<file path="src/rtl/cpx_mbox_pkg.sv">
package cpx_mbox_pkg;

   // Register byte offsets; host software depends on these positions
   localparam logic [31:0] OFS_RUN      = 32'h00;
   localparam logic [31:0] OFS_MEMCFG   = 32'h08;
   localparam logic [31:0] OFS_CAUSE    = 32'h1C;
   localparam logic [31:0] OFS_DOORBELL = 32'h24;
   localparam logic [31:0] OFS_PC       = 32'h60;
   localparam logic [31:0] OFS_WDT      = 32'h84;

   // Bit positions decoded by host software
   localparam int MSG_CAUSE_BIT = 8;
   localparam int WDT_CAUSE_BIT = 0;
   localparam int WDT_EN_BIT    = 31;

   typedef enum logic [2:0] {
      SEL_NONE,
      SEL_RUN,
      SEL_MEMCFG,
      SEL_CAUSE,
      SEL_DOORBELL,
      SEL_PC,
      SEL_WDT
   } reg_sel_e;

endpackage

</file>
<file path="src/rtl/cpx_doorbell.sv">
module cpx_doorbell (
   input  logic clk,
   input  logic rst_n,
   input  logic set_i,
   input  logic consume_i,
   output logic busy_o
);

   logic busy_q;

   // A host post wins over a same-cycle consume
   always_ff @(posedge clk) begin
      if (!rst_n)
         busy_q <= 1'b0;
      else if (set_i)
         busy_q <= 1'b1;
      else if (consume_i)
         busy_q <= 1'b0;
   end

   assign busy_o = busy_q;

   p_post_wins_r5: assert property (@(posedge clk) disable iff (!rst_n)
      set_i |=> busy_o)
      else $error("doorbell lost a post");

   p_consume_clears_r4: assert property (@(posedge clk) disable iff (!rst_n)
      (busy_o && consume_i && !set_i) |=> !busy_o)
      else $error("doorbell not cleared by consume");

   p_idle_holds_r4: assert property (@(posedge clk) disable iff (!rst_n)
      (!set_i && !consume_i) |=> $stable(busy_o))
      else $error("doorbell changed without cause");

endmodule

</file>
<file path="src/rtl/cpx_watchdog.sv">
module cpx_watchdog #(
   parameter int CNT_W = 16
) (
   input  logic             clk,
   input  logic             rst_n,
   input  logic             en_i,
   input  logic             run_i,
   input  logic             reload_i,
   input  logic [CNT_W-1:0] reload_val_i,
   output logic             fire_o
);

   localparam logic [CNT_W-1:0] CNT_ONE = CNT_W'(1);

   generate
      if (CNT_W < 2) begin : g_bad_width
         $error("watchdog counter needs at least 2 bits");
      end
   endgenerate

   logic [CNT_W-1:0] cnt_q;
   logic             active;

   assign active = en_i && run_i;
   assign fire_o = active && !reload_i && (cnt_q == CNT_ONE);

   always_ff @(posedge clk) begin
      if (!rst_n)
         cnt_q <= '0;
      else if (reload_i)
         cnt_q <= reload_val_i;
      else if (active && (cnt_q != '0))
         cnt_q <= cnt_q - CNT_ONE;
   end

   p_idle_hold_r10: assert property (@(posedge clk) disable iff (!rst_n)
      (!active && !reload_i) |=> $stable(cnt_q))
      else $error("watchdog counted while idle");

   p_fire_reaches_zero_r9: assert property (@(posedge clk) disable iff (!rst_n)
      fire_o |=> (cnt_q == '0))
      else $error("watchdog fired away from zero");

   p_reload_r11: assert property (@(posedge clk) disable iff (!rst_n)
      reload_i |=> (cnt_q == $past(reload_val_i)))
      else $error("watchdog reload lost");

endmodule

</file>
<file path="src/rtl/cpx_irq_status.sv">
module cpx_irq_status #(
   parameter int DW      = 32,
   parameter int MSG_BIT = 8,
   parameter int WDT_BIT = 0
) (
   input  logic          clk,
   input  logic          rst_n,
   input  logic          msg_raise_i,
   input  logic          wdt_fire_i,
   input  logic          clr_i,
   output logic [DW-1:0] cause_o,
   output logic          irq_o
);

   generate
      if (MSG_BIT == WDT_BIT || MSG_BIT >= DW || WDT_BIT >= DW) begin : g_bad_bits
         $error("cause bit positions must be distinct and inside the word");
      end
   endgenerate

   logic msg_q, wdt_q;
   logic msg_pend_q, wdt_pend_q;
   logic idle;

   assign idle = !msg_q && !wdt_q;

   always_ff @(posedge clk) begin
      if (!rst_n) begin
         msg_q      <= 1'b0;
         wdt_q      <= 1'b0;
         msg_pend_q <= 1'b0;
         wdt_pend_q <= 1'b0;
      end else if (idle) begin
         msg_q      <= msg_raise_i || msg_pend_q;
         wdt_q      <= wdt_fire_i  || wdt_pend_q;
         msg_pend_q <= 1'b0;
         wdt_pend_q <= 1'b0;
      end else begin
         msg_pend_q <= msg_pend_q || msg_raise_i;
         wdt_pend_q <= wdt_pend_q || wdt_fire_i;
         if (clr_i) begin
            msg_q <= 1'b0;
            wdt_q <= 1'b0;
         end
      end
   end

   always_comb begin
      cause_o          = '0;
      cause_o[MSG_BIT] = msg_q;
      cause_o[WDT_BIT] = wdt_q;
   end

   assign irq_o = msg_q || wdt_q;

   p_hold_off_r7: assert property (@(posedge clk) disable iff (!rst_n)
      ((cause_o != '0) && !clr_i) |=> $stable(cause_o))
      else $error("cause changed while held off");

   p_pending_delivery_r7: assert property (@(posedge clk) disable iff (!rst_n)
      ((cause_o == '0) && msg_pend_q) |=> cause_o[MSG_BIT])
      else $error("pending message not delivered");

   p_clear_r8: assert property (@(posedge clk) disable iff (!rst_n)
      ((cause_o != '0) && clr_i) |=> (cause_o == '0))
      else $error("acknowledge did not clear causes");

   p_wdt_cause_r9: assert property (@(posedge clk) disable iff (!rst_n)
      ((cause_o == '0) && wdt_fire_i) |=> cause_o[WDT_BIT])
      else $error("watchdog expiry not recorded");

endmodule

</file>
<file path="src/rtl/cpx_mailbox_regs.sv">
module cpx_mailbox_regs
   import cpx_mbox_pkg::*;
#(
   parameter int ADDR_W   = 8,
   parameter int MEMCFG_W = 2,
   parameter int WDT_W    = 16,
   parameter bit RDATA_REG = 1'b0
) (
   input  logic                clk,
   input  logic                rst_n,
   input  logic [ADDR_W-1:0]   bus_addr,
   input  logic                bus_we,
   input  logic [31:0]         bus_wdata,
   output logic [31:0]         bus_rdata,
   input  logic                cp_consume,
   input  logic                cp_msg_raise,
   input  logic                cp_wdt_kick,
   input  logic [31:0]         cp_pc,
   output logic                cp_run,
   output logic [MEMCFG_W-1:0] mem_split,
   output logic                host_irq
);

   localparam int DW = 32;

   generate
      if (ADDR_W < 8 || ADDR_W > 31) begin : g_bad_addr
         $error("ADDR_W must cover offset 0x84 and fit 31 bits");
      end
      if (WDT_W < 2 || WDT_W >= WDT_EN_BIT) begin : g_bad_wdt
         $error("WDT_W must leave the enable bit free");
      end
      if (MEMCFG_W < 2 || MEMCFG_W > 8) begin : g_bad_memcfg
         $error("MEMCFG_W must hold the value 2");
      end
   endgenerate

   logic [31:0]         addr_ext;
   reg_sel_e            sel;
   logic                run_q;
   logic [MEMCFG_W-1:0] memcfg_q;
   logic                wdt_en_q;
   logic [WDT_W-1:0]    wdt_reload_q;
   logic                db_set, db_busy;
   logic                cause_clr, wdt_wr, wdt_reload, wdt_fire;
   logic [DW-1:0]       cause;
   logic [31:0]         rd_c;

   assign addr_ext = 32'(bus_addr);

   always_comb begin
      case (addr_ext)
         OFS_RUN:      sel = SEL_RUN;
         OFS_MEMCFG:   sel = SEL_MEMCFG;
         OFS_CAUSE:    sel = SEL_CAUSE;
         OFS_DOORBELL: sel = SEL_DOORBELL;
         OFS_PC:       sel = SEL_PC;
         OFS_WDT:      sel = SEL_WDT;
         default:      sel = SEL_NONE;
      endcase
   end

   assign db_set     = bus_we && (sel == SEL_DOORBELL) && bus_wdata[0];
   assign cause_clr  = bus_we && (sel == SEL_CAUSE) && (bus_wdata == 32'h0);
   assign wdt_wr     = bus_we && (sel == SEL_WDT);
   assign wdt_reload = wdt_wr || cp_wdt_kick;

   always_ff @(posedge clk) begin
      if (!rst_n) begin
         run_q        <= 1'b0;
         memcfg_q     <= '0;
         wdt_en_q     <= 1'b0;
         wdt_reload_q <= '0;
      end else if (bus_we) begin
         case (sel)
            SEL_RUN:    run_q <= bus_wdata[0];
            SEL_MEMCFG: memcfg_q <= bus_wdata[MEMCFG_W-1:0];
            SEL_WDT: begin
               wdt_en_q     <= bus_wdata[WDT_EN_BIT];
               wdt_reload_q <= bus_wdata[WDT_W-1:0];
            end
            default: ;
         endcase
      end
   end

   cpx_doorbell u_doorbell (
      .clk       (clk),
      .rst_n     (rst_n),
      .set_i     (db_set),
      .consume_i (cp_consume),
      .busy_o    (db_busy)
   );

   // The counter loads from the write data itself so a write and reload coincide
   cpx_watchdog #(.CNT_W(WDT_W)) u_watchdog (
      .clk          (clk),
      .rst_n        (rst_n),
      .en_i         (wdt_en_q),
      .run_i        (run_q),
      .reload_i     (wdt_reload),
      .reload_val_i (wdt_wr ? bus_wdata[WDT_W-1:0] : wdt_reload_q),
      .fire_o       (wdt_fire)
   );

   cpx_irq_status #(
      .DW      (DW),
      .MSG_BIT (MSG_CAUSE_BIT),
      .WDT_BIT (WDT_CAUSE_BIT)
   ) u_irq_status (
      .clk         (clk),
      .rst_n       (rst_n),
      .msg_raise_i (cp_msg_raise),
      .wdt_fire_i  (wdt_fire),
      .clr_i       (cause_clr),
      .cause_o     (cause),
      .irq_o       (host_irq)
   );

   always_comb begin
      rd_c = '0;
      case (sel)
         SEL_RUN:      rd_c[0] = run_q;
         SEL_MEMCFG:   rd_c[MEMCFG_W-1:0] = memcfg_q;
         SEL_CAUSE:    rd_c = cause;
         SEL_DOORBELL: rd_c[0] = db_busy;
         SEL_PC:       rd_c = cp_pc;
         SEL_WDT: begin
            rd_c[WDT_EN_BIT]  = wdt_en_q;
            rd_c[WDT_W-1:0]   = wdt_reload_q;
         end
         default: rd_c = '0;
      endcase
   end

   generate
      if (RDATA_REG) begin : g_rdata_reg
         logic [31:0] rd_q;
         always_ff @(posedge clk) begin
            if (!rst_n)
               rd_q <= '0;
            else
               rd_q <= rd_c;
         end
         assign bus_rdata = rd_q;
      end else begin : g_rdata_comb
         assign bus_rdata = rd_c;
      end
   endgenerate

   assign cp_run    = run_q;
   assign mem_split = memcfg_q;

   p_run_write_r2: assert property (@(posedge clk) disable iff (!rst_n)
      (bus_we && (sel == SEL_RUN)) |=> (cp_run == $past(bus_wdata[0])))
      else $error("run bit not written");

   p_split_hold_r3: assert property (@(posedge clk) disable iff (!rst_n)
      !(bus_we && (sel == SEL_MEMCFG)) |=> $stable(mem_split))
      else $error("memory split changed without a write");

   p_unmapped_r13: assert property (@(posedge clk) disable iff (!rst_n)
      (bus_we && (sel == SEL_NONE)) |=> ($stable(cp_run) && $stable(mem_split)))
      else $error("unmapped write changed state");

endmodule

</file>
<file path="config.mk">
export PLATFORM = sky130hd
export DESIGN_NAME = cpx_mailbox_regs
export DESIGN_NICKNAME = d
export VERILOG_FILES = /design/src/rtl/cpx_mbox_pkg.sv /design/src/rtl/cpx_doorbell.sv /design/src/rtl/cpx_watchdog.sv /design/src/rtl/cpx_irq_status.sv /design/src/rtl/cpx_mailbox_regs.sv
export SDC_FILE = /design/constraint.sdc
export NUM_CORES = 1
export LEC_CHECK = 0
export BUFFER_PORTS_ARGS = -buffer_cell sky130_fd_sc_hd__buf_2
export CORE_MARGIN = 2
export CORE_UTILIZATION = 47
export CTS_BUF_LIST = sky130_fd_sc_hd__clkbuf_8 sky130_fd_sc_hd__clkbuf_16
export DETAILED_ROUTE_END_ITERATION = 8
export GPL_TIMING_DRIVEN = 0
export PLACE_DENSITY_LB_ADDON = 0.1
export SYNTH_ARGS = -nofsm -noshare
export SYNTH_HDL_FRONTEND = slang
export SYNTH_SLANG_ARGS = --single-unit
</file>
<file path="constraint.sdc">
create_clock -name clk -period 3.1 [get_ports clk]
set_clock_uncertainty 0.2 [all_clocks]
set_input_delay 0.465 -clock clk [delete_from_list [all_inputs] [get_ports clk]]
set_output_delay 0.465 -clock clk [all_outputs]
set_load 0.05 [all_outputs]
</file>
==> results of run 1 <==
[placed cells by master, fill, tap and decap left out, types with 3 or more instances in the layout]
master / instances
nor2_1: 16
nor4_1: 11
buf_2: 113
nand3_1: 15
nor3_1: 9
xnor2_1: 3
nand2_1: 37
clkbuf_8: 6
or3_1: 3
and2_1: 12
o21ai_0: 8
xor2_1: 9
dfxtp_1: 41
o211ai_1: 3
clkbuf_4: 3
a31oi_1: 3
buf_6: 3
inv_1: 8
or4_1: 3
nor4b_1: 3
a21oi_1: 16
a22o_1: 5
and2_2: 6
clkbuf_1: 7
a2bb2oi_1: 6
a22o_2: 10
nand4_1: 4
mux2i_1: 5
[critical path: cells and delay by family]
kind            cells  cell delay (ns)
buf+inv             4             0.70
simple gates        3             1.08
compound gates      1             0.14
[worst paths after layout]
kind	from	end	cells after the start
min reg2reg	wdt_reload_q[9]$_SDFFE_PN0N_	wdt_reload_q[9]$_SDFFE_PN0N_	2
max	bus_addr[1]	bus_rdata[10]	8
min	bus_wdata[31]	wdt_en_q$_SDFFE_PN0N_	3
max reg2reg	u_watchdog.cnt_q[0]$_SDFFE_PN0P_	u_watchdog.cnt_q[14]$_SDFFE_PN0P_	7
[kinds of logic (layout without fill, tap and decap cells)]
logic type	after synthesis	in the layout
fa+ha+maj	2	2
mux	6	6
simple gates	135	135
flops	41	41
compound gates	70	70
xor+xnor	12	12
buf+inv	24	144
[metal layers]
metal,wire length (um),up-vias
met2,3540,131
met1,3170,1235
met5,0,-
li1,-,1321
met3,613,14
met4,135,0
[stage by stage]
step | area, sq um | utilization, % | setup WS, ns | instances | power (W)
CTS | 3140 | 65.1 | 0.00107 | 477 | 0.00105
global placement | 3050 | 63.3 | 0.00205 | 470 | 0.000709
global route | 3150 | 65.5 | 0.000755 | 477 | 0.00110
detailed placement | 3050 | 63.3 | -0.0459 | 470 | 0.000712
floorplan | 2400 | - | 0.207 | 290 | 0.000632
finish | 3150 | 65.5 | 0.0337 | 477 | 0.00105
[layout make-up]
cell class / instances / area, sq um / share of cell area [%]
multi-input cells: 225 / 1470 / 46.5
inverters: 7 / 26.3 / 0.833
plain buffers: 16 / 87.6 / 2.78
clock buffers: 6 / 82.6 / 2.62
clock inverters: 1 / 3.75 / 0.119
repair buffers: 114 / 581 / 18.4
flip-flops and latches: 41 / 821 / 26.0
well taps: 67 / 83.8 / 2.66
[power by group through the flow]
stage                     logic (W)  clock network, W  registers, W
after floorplan           0.0000757                 0      0.000556
after global placement     0.000151                 0      0.000558
after detailed placement   0.000154                 0      0.000559
after CTS                  0.000155          0.000351      0.000546
after global routing       0.000170          0.000377      0.000548
final                      0.000158          0.000350      0.000547
[timing repair]
| item | in CTS | in global routing |
|---|---|---|
| endpoints found under the setup margin | 12 | 23 |
| buffers inserted | 0 | 1 |
| pin swaps | 1 | 1 |
| gates resized for setup | 1 | 4 |
| gates cloned | 0 | 0 |
==> flow_summary.ini, run 1 <==
[power]
leakage_nw = 1.44
powerDensity_mw_per_mm2 = 334
internal_power_w = 0.000778
p_comb_share_pct = 15.0
pwr-share-seq_pct = 51.9
irDropWorstVdd_uv = 253
p_sw_share_pct = 26.2
p_switching_w = 0.000276
p_clk_share_pct = 33.2

[sta]
setup_tns_ns = 0
whs_ns = 0.219
slew_viol_final = 0
worst_slew_pin_slew_ns = 0.732
relSlewSlack_pct = 50.7
rsz0062_at_grt = no
setup_viol = 0
max_freq_ghz = 0.326
hold_violations = 0
finalCriticalPeriod_ns = 3.07
min_period_over_period_pct = 98.9

[synthesis]
yosysWarnings = 0
synth_edf_count = 0
synth_area_sq_mm = 0.00240
synth.most_common_cell = dfxtp_1
ys.flop_type = dfxtp_1
yosys.area.top_type_share_pct = 34.2
synth_compound_area_share_pct = 21.8
ys_ff_latch = 41
synthMuxAreaShare_pct = 2.56
syn_avg_cell_area_sq_um = 8.27
synth_xor_area_share_pct = 4.38
synth_area_leaders = dfxtp_1 (34%), nand2_1 (5.8%), a22o_2 (4.2%)
syn_nets = 370
synth_cell_types = 55
yosys-top-cells-count = dfxtp_1 (41), nand2_1 (37), a21oi_1 (16), nor2_1 (16), nand3_1 (15)
synthAdderAreaFrac_pct = 1.04
synthSimpleGateAreaFrac_pct = 31.2
yosysTopAreaCell = dfxtp_1
ys_seq_area_share_pct = 34.2
synth_top_family_by_area = simple AND/OR/NAND/NOR gates
async_flop_share_pct = 0
syn_inst = 290

[global_routing]
grt_first_pass_wirelength_mm = 11.4
grt_use_met2_pct = 45.7
top_usage_layer = met2
use_met1_pct = 34.1
met3_usage_pct = 5.03
grt_max_degree = 12
globalRouteOverflowTotal = 0
track_usage_pct = 26.6
grt_pass1_vias = 2467
grt_antenna_before_repair = 0

[place]
dpl.hpwl_mm = 5.97
gp_congestion = 0.834
port_buffers = 113

[clocking]
cts_max_level = 2
clk_pin_slew_ns = 0.08
worstSkewPairLatency_ns = 0.29
cts_buffers = 5
cts.hold.buffers_added = 0
clock-sinks = 41
cts_root_buf = clkbuf_8
cts.path.max_buffers = 2
tritoncts = done

[setup_path]
max_stage_delay_ns = 0.51
crit_required_ns = 2.43
start_kind = input port
crit_top_cell = buf_2
r2r_slack_ns = 0.76
worstSetupPathType = in2out
path_cells = buf_2, or3_4, or4b_4, nor3b_4, buf_4, buf_6, a22o_2, buf_2
crit_slowest_cell = or4b_4
arrival_ns = 2.40
crit_fanout = 10
endpoint_kind = output port

[routing]
avgRoutedWirePerCell_um = 15.6
drtAntennaViolNets = 0
drtIter0Drc = 145
wl_mm = 7.46
firstDrtPassIters = 6
post-route-drc-count = 0
viasPerCell = 5.66
vias = 2701

[floorplan]
die_h_um = 75.4
die-area_sq_mm = 0.00569
row_count = 25
top_level_ports = 114
start_util_pct = 49.8
coreArea_sq_mm = 0.00482
die_w_um = 75.4

[layout]
nNetsFinal = 490
diodes = 0
syn2layout_area_growth_pct = 31.5
drive_gt1_share_pct = 36.8
fill_cells = 468

[outcome]
outcome = complete, no violations

[flow_run]
max_cap_viol_count = 0

[min_path]
hp-class = in2reg
(Power assumes the default switching activity.)
==> run 2: changes to the inputs <==
SETUP_SLACK_MARGIN = 0.4   (was not set)
==> run 2 against run 1 <==
Against the previous run:
- cell area increased by 15%
- global-route usage increased by 3.0 points
- critical path type unchanged
- power increased by 10%
- die area unchanged
- worst setup slack improved by 0.13 ns
- worst hold slack improved by 0.0085 ns
- critical endpoint is now bus_rdata[16]
==> flow_summary.ini, run 2 (same netlist as run 1, synthesis figures left out) <==
[floorplan]
die_h_um = 75.4
coreArea_sq_mm = 0.00482
start_util_pct = 49.8
top_level_ports = 114
row_count = 25
die_w_um = 75.4
die-area_sq_mm = 0.00569

[layout]
fin_cells = 482
nNetsFinal = 494
mostFrequentLayoutCell = buf_2
drive_gt1_share_pct = 41.4
diodes = 0
final_cell_mix = buf_2 (82), dfxtp_1 (41), nand2_1 (35), buf_8 (25)
syn2layout_area_growth_pct = 50.9

[setup_path]
worstSetupPathType = in2out
startpoint = bus_addr[1]
r2r_slack_ns = 0.80
crit_required_ns = 2.43
endpoint_kind = output port
crit_top_cell = buf_6
r2r-end = u_watchdog.cnt_q[14]$_SDFFE_PN0P_
crit_slowest_cell = or4b_4
crit_end = bus_rdata[16]
r2r_start = u_watchdog.cnt_q[0]$_SDFFE_PN0P_
crit_fanout = 10
path_cells = buf_6, or3_4, or4b_4, nor3b_4, buf_6, buf_6, and2_2, buf_8
max_stage_delay_ns = 0.52
arrival_ns = 2.27
start_kind = input port
r2r_cells = 7

[clocking]
cts_max_level = 2
cts_buffers = 5
clk_pin_slew_ns = 0.08
cts.path.max_buffers = 2
clock-sinks = 41
worstSkewPairLatency_ns = 0.30
cts.hold.buffers_added = 0
tritoncts = done
cts_root_buf = clkbuf_8

[power]
powerDensity_mw_per_mm2 = 321
irDropWorstVdd_uv = 309
total_power_w = 0.00116
leakage_nw = 1.59

[outcome]
outcome = complete, no violations

[global_routing]
track_usage_pct = 29.6
globalRouteOverflowTotal = 0
grt_first_pass_wirelength_mm = 12.5
grt_antenna_before_repair = 0
grt_pass1_vias = 2641
grt_max_degree = 13

[routing]
wl_mm = 8.41
drtAntennaViolNets = 0
vias = 2858
viasPerCell = 5.93
avgRoutedWirePerCell_um = 17.5
drtIter0Drc = 209
post-route-drc-count = 0
firstDrtPassIters = 5

[sta]
worst_slew_pin_slew_ns = 0.689
hold_violations = 0
slew_viol_final = 0
finalCriticalPeriod_ns = 2.94
setup_viol = 0
relSlewSlack_pct = 53.7
max_freq_ghz = 0.341
rsz0062_at_grt = yes
min_period_over_period_pct = 94.7

[place]
port_buffers = 113
dpl.hpwl_mm = 5.92
place_inst = 470
gp_congestion = 0.900

[flow_run]
max_cap_viol_count = 0

[min_path]
hp-class = in2reg
[run 2: area by class of cell]
class,count,area (sq um)
inverter,7,26.3
multi-input combinational,225,1550
timing repair buffer,117,920
tap,67,83.8
clock buffer,6,82.6
clock inverter,2,33.8
buffer,17,98.8
sequential,41,821
fill,378,1200
[run 2: where the power goes]
part / switching [W] / total (W) / internal, W
registers: 0.0000104 / 0.000547 / 0.000536
logic: 0.0000944 / 0.000168 / 0.0000738
clock network: 0.000186 / 0.000445 / 0.000259
[run 2: layer usage]
metal / GRT usage, % / routed length (um) / vias up
li1: - / - / 1333
met1: 36.1 / 3320 / 1348
met2: 53.2 / 4230 / 167
met3: 5.16 / 746 / 10
met4: 8.77 / 121 / 0
met5: 0 / 0 / -
[run 2: timing repair]
action,CTS,global route
buffers inserted,2,1
cloned,0,1
endpoints found under the hold margin,0,0
pin swaps,3,3
gates resized for setup,77,29
endpoints found under the setup margin,32,32
[run 2: worst max-delay path, delay by kind of cell]
family | cells | cell delay, ns
AND/OR/NAND/NOR | 4 | 1.27
buffers and inverters | 4 | 0.53
[run 2: how the worst min path moves through the flow]
stage	from	to	slack, ns	depth (start not counted)
2_1_floorplan	wdt_reload_q[6]$_SDFFE_PN0N_	wdt_reload_q[6]$_SDFFE_PN0N_	0.25	2
3_3_place_gp	wdt_reload_q[10]$_SDFFE_PN0N_	wdt_reload_q[10]$_SDFFE_PN0N_	0.26	2
3_5_place_dp	wdt_reload_q[9]$_SDFFE_PN0N_	wdt_reload_q[9]$_SDFFE_PN0N_	0.27	2
4_1_cts	bus_wdata[10]	u_watchdog.cnt_q[10]$_SDFFE_PN0P_	0.22	3
5_1_grt	bus_wdata[10]	u_watchdog.cnt_q[10]$_SDFFE_PN0P_	0.24	3
6_report	bus_wdata[10]	wdt_reload_q[10]$_SDFFE_PN0N_	0.23	3
[run 2: stage by stage]
step                TNS (ns)  worst slack, ns  cell area, sq um  hold WS (ns)  utilization (%)
floorplan                  0            0.351              2430         0.245                -
global placement      -0.141          -0.0674              3080         0.263             63.9
detailed placement    -0.104          -0.0530              3080         0.269             63.9
CTS                        0            0.196              3460         0.218             71.8
global route               0            0.137              3620         0.236             75.1
finish                     0            0.164              3620         0.227             75.1
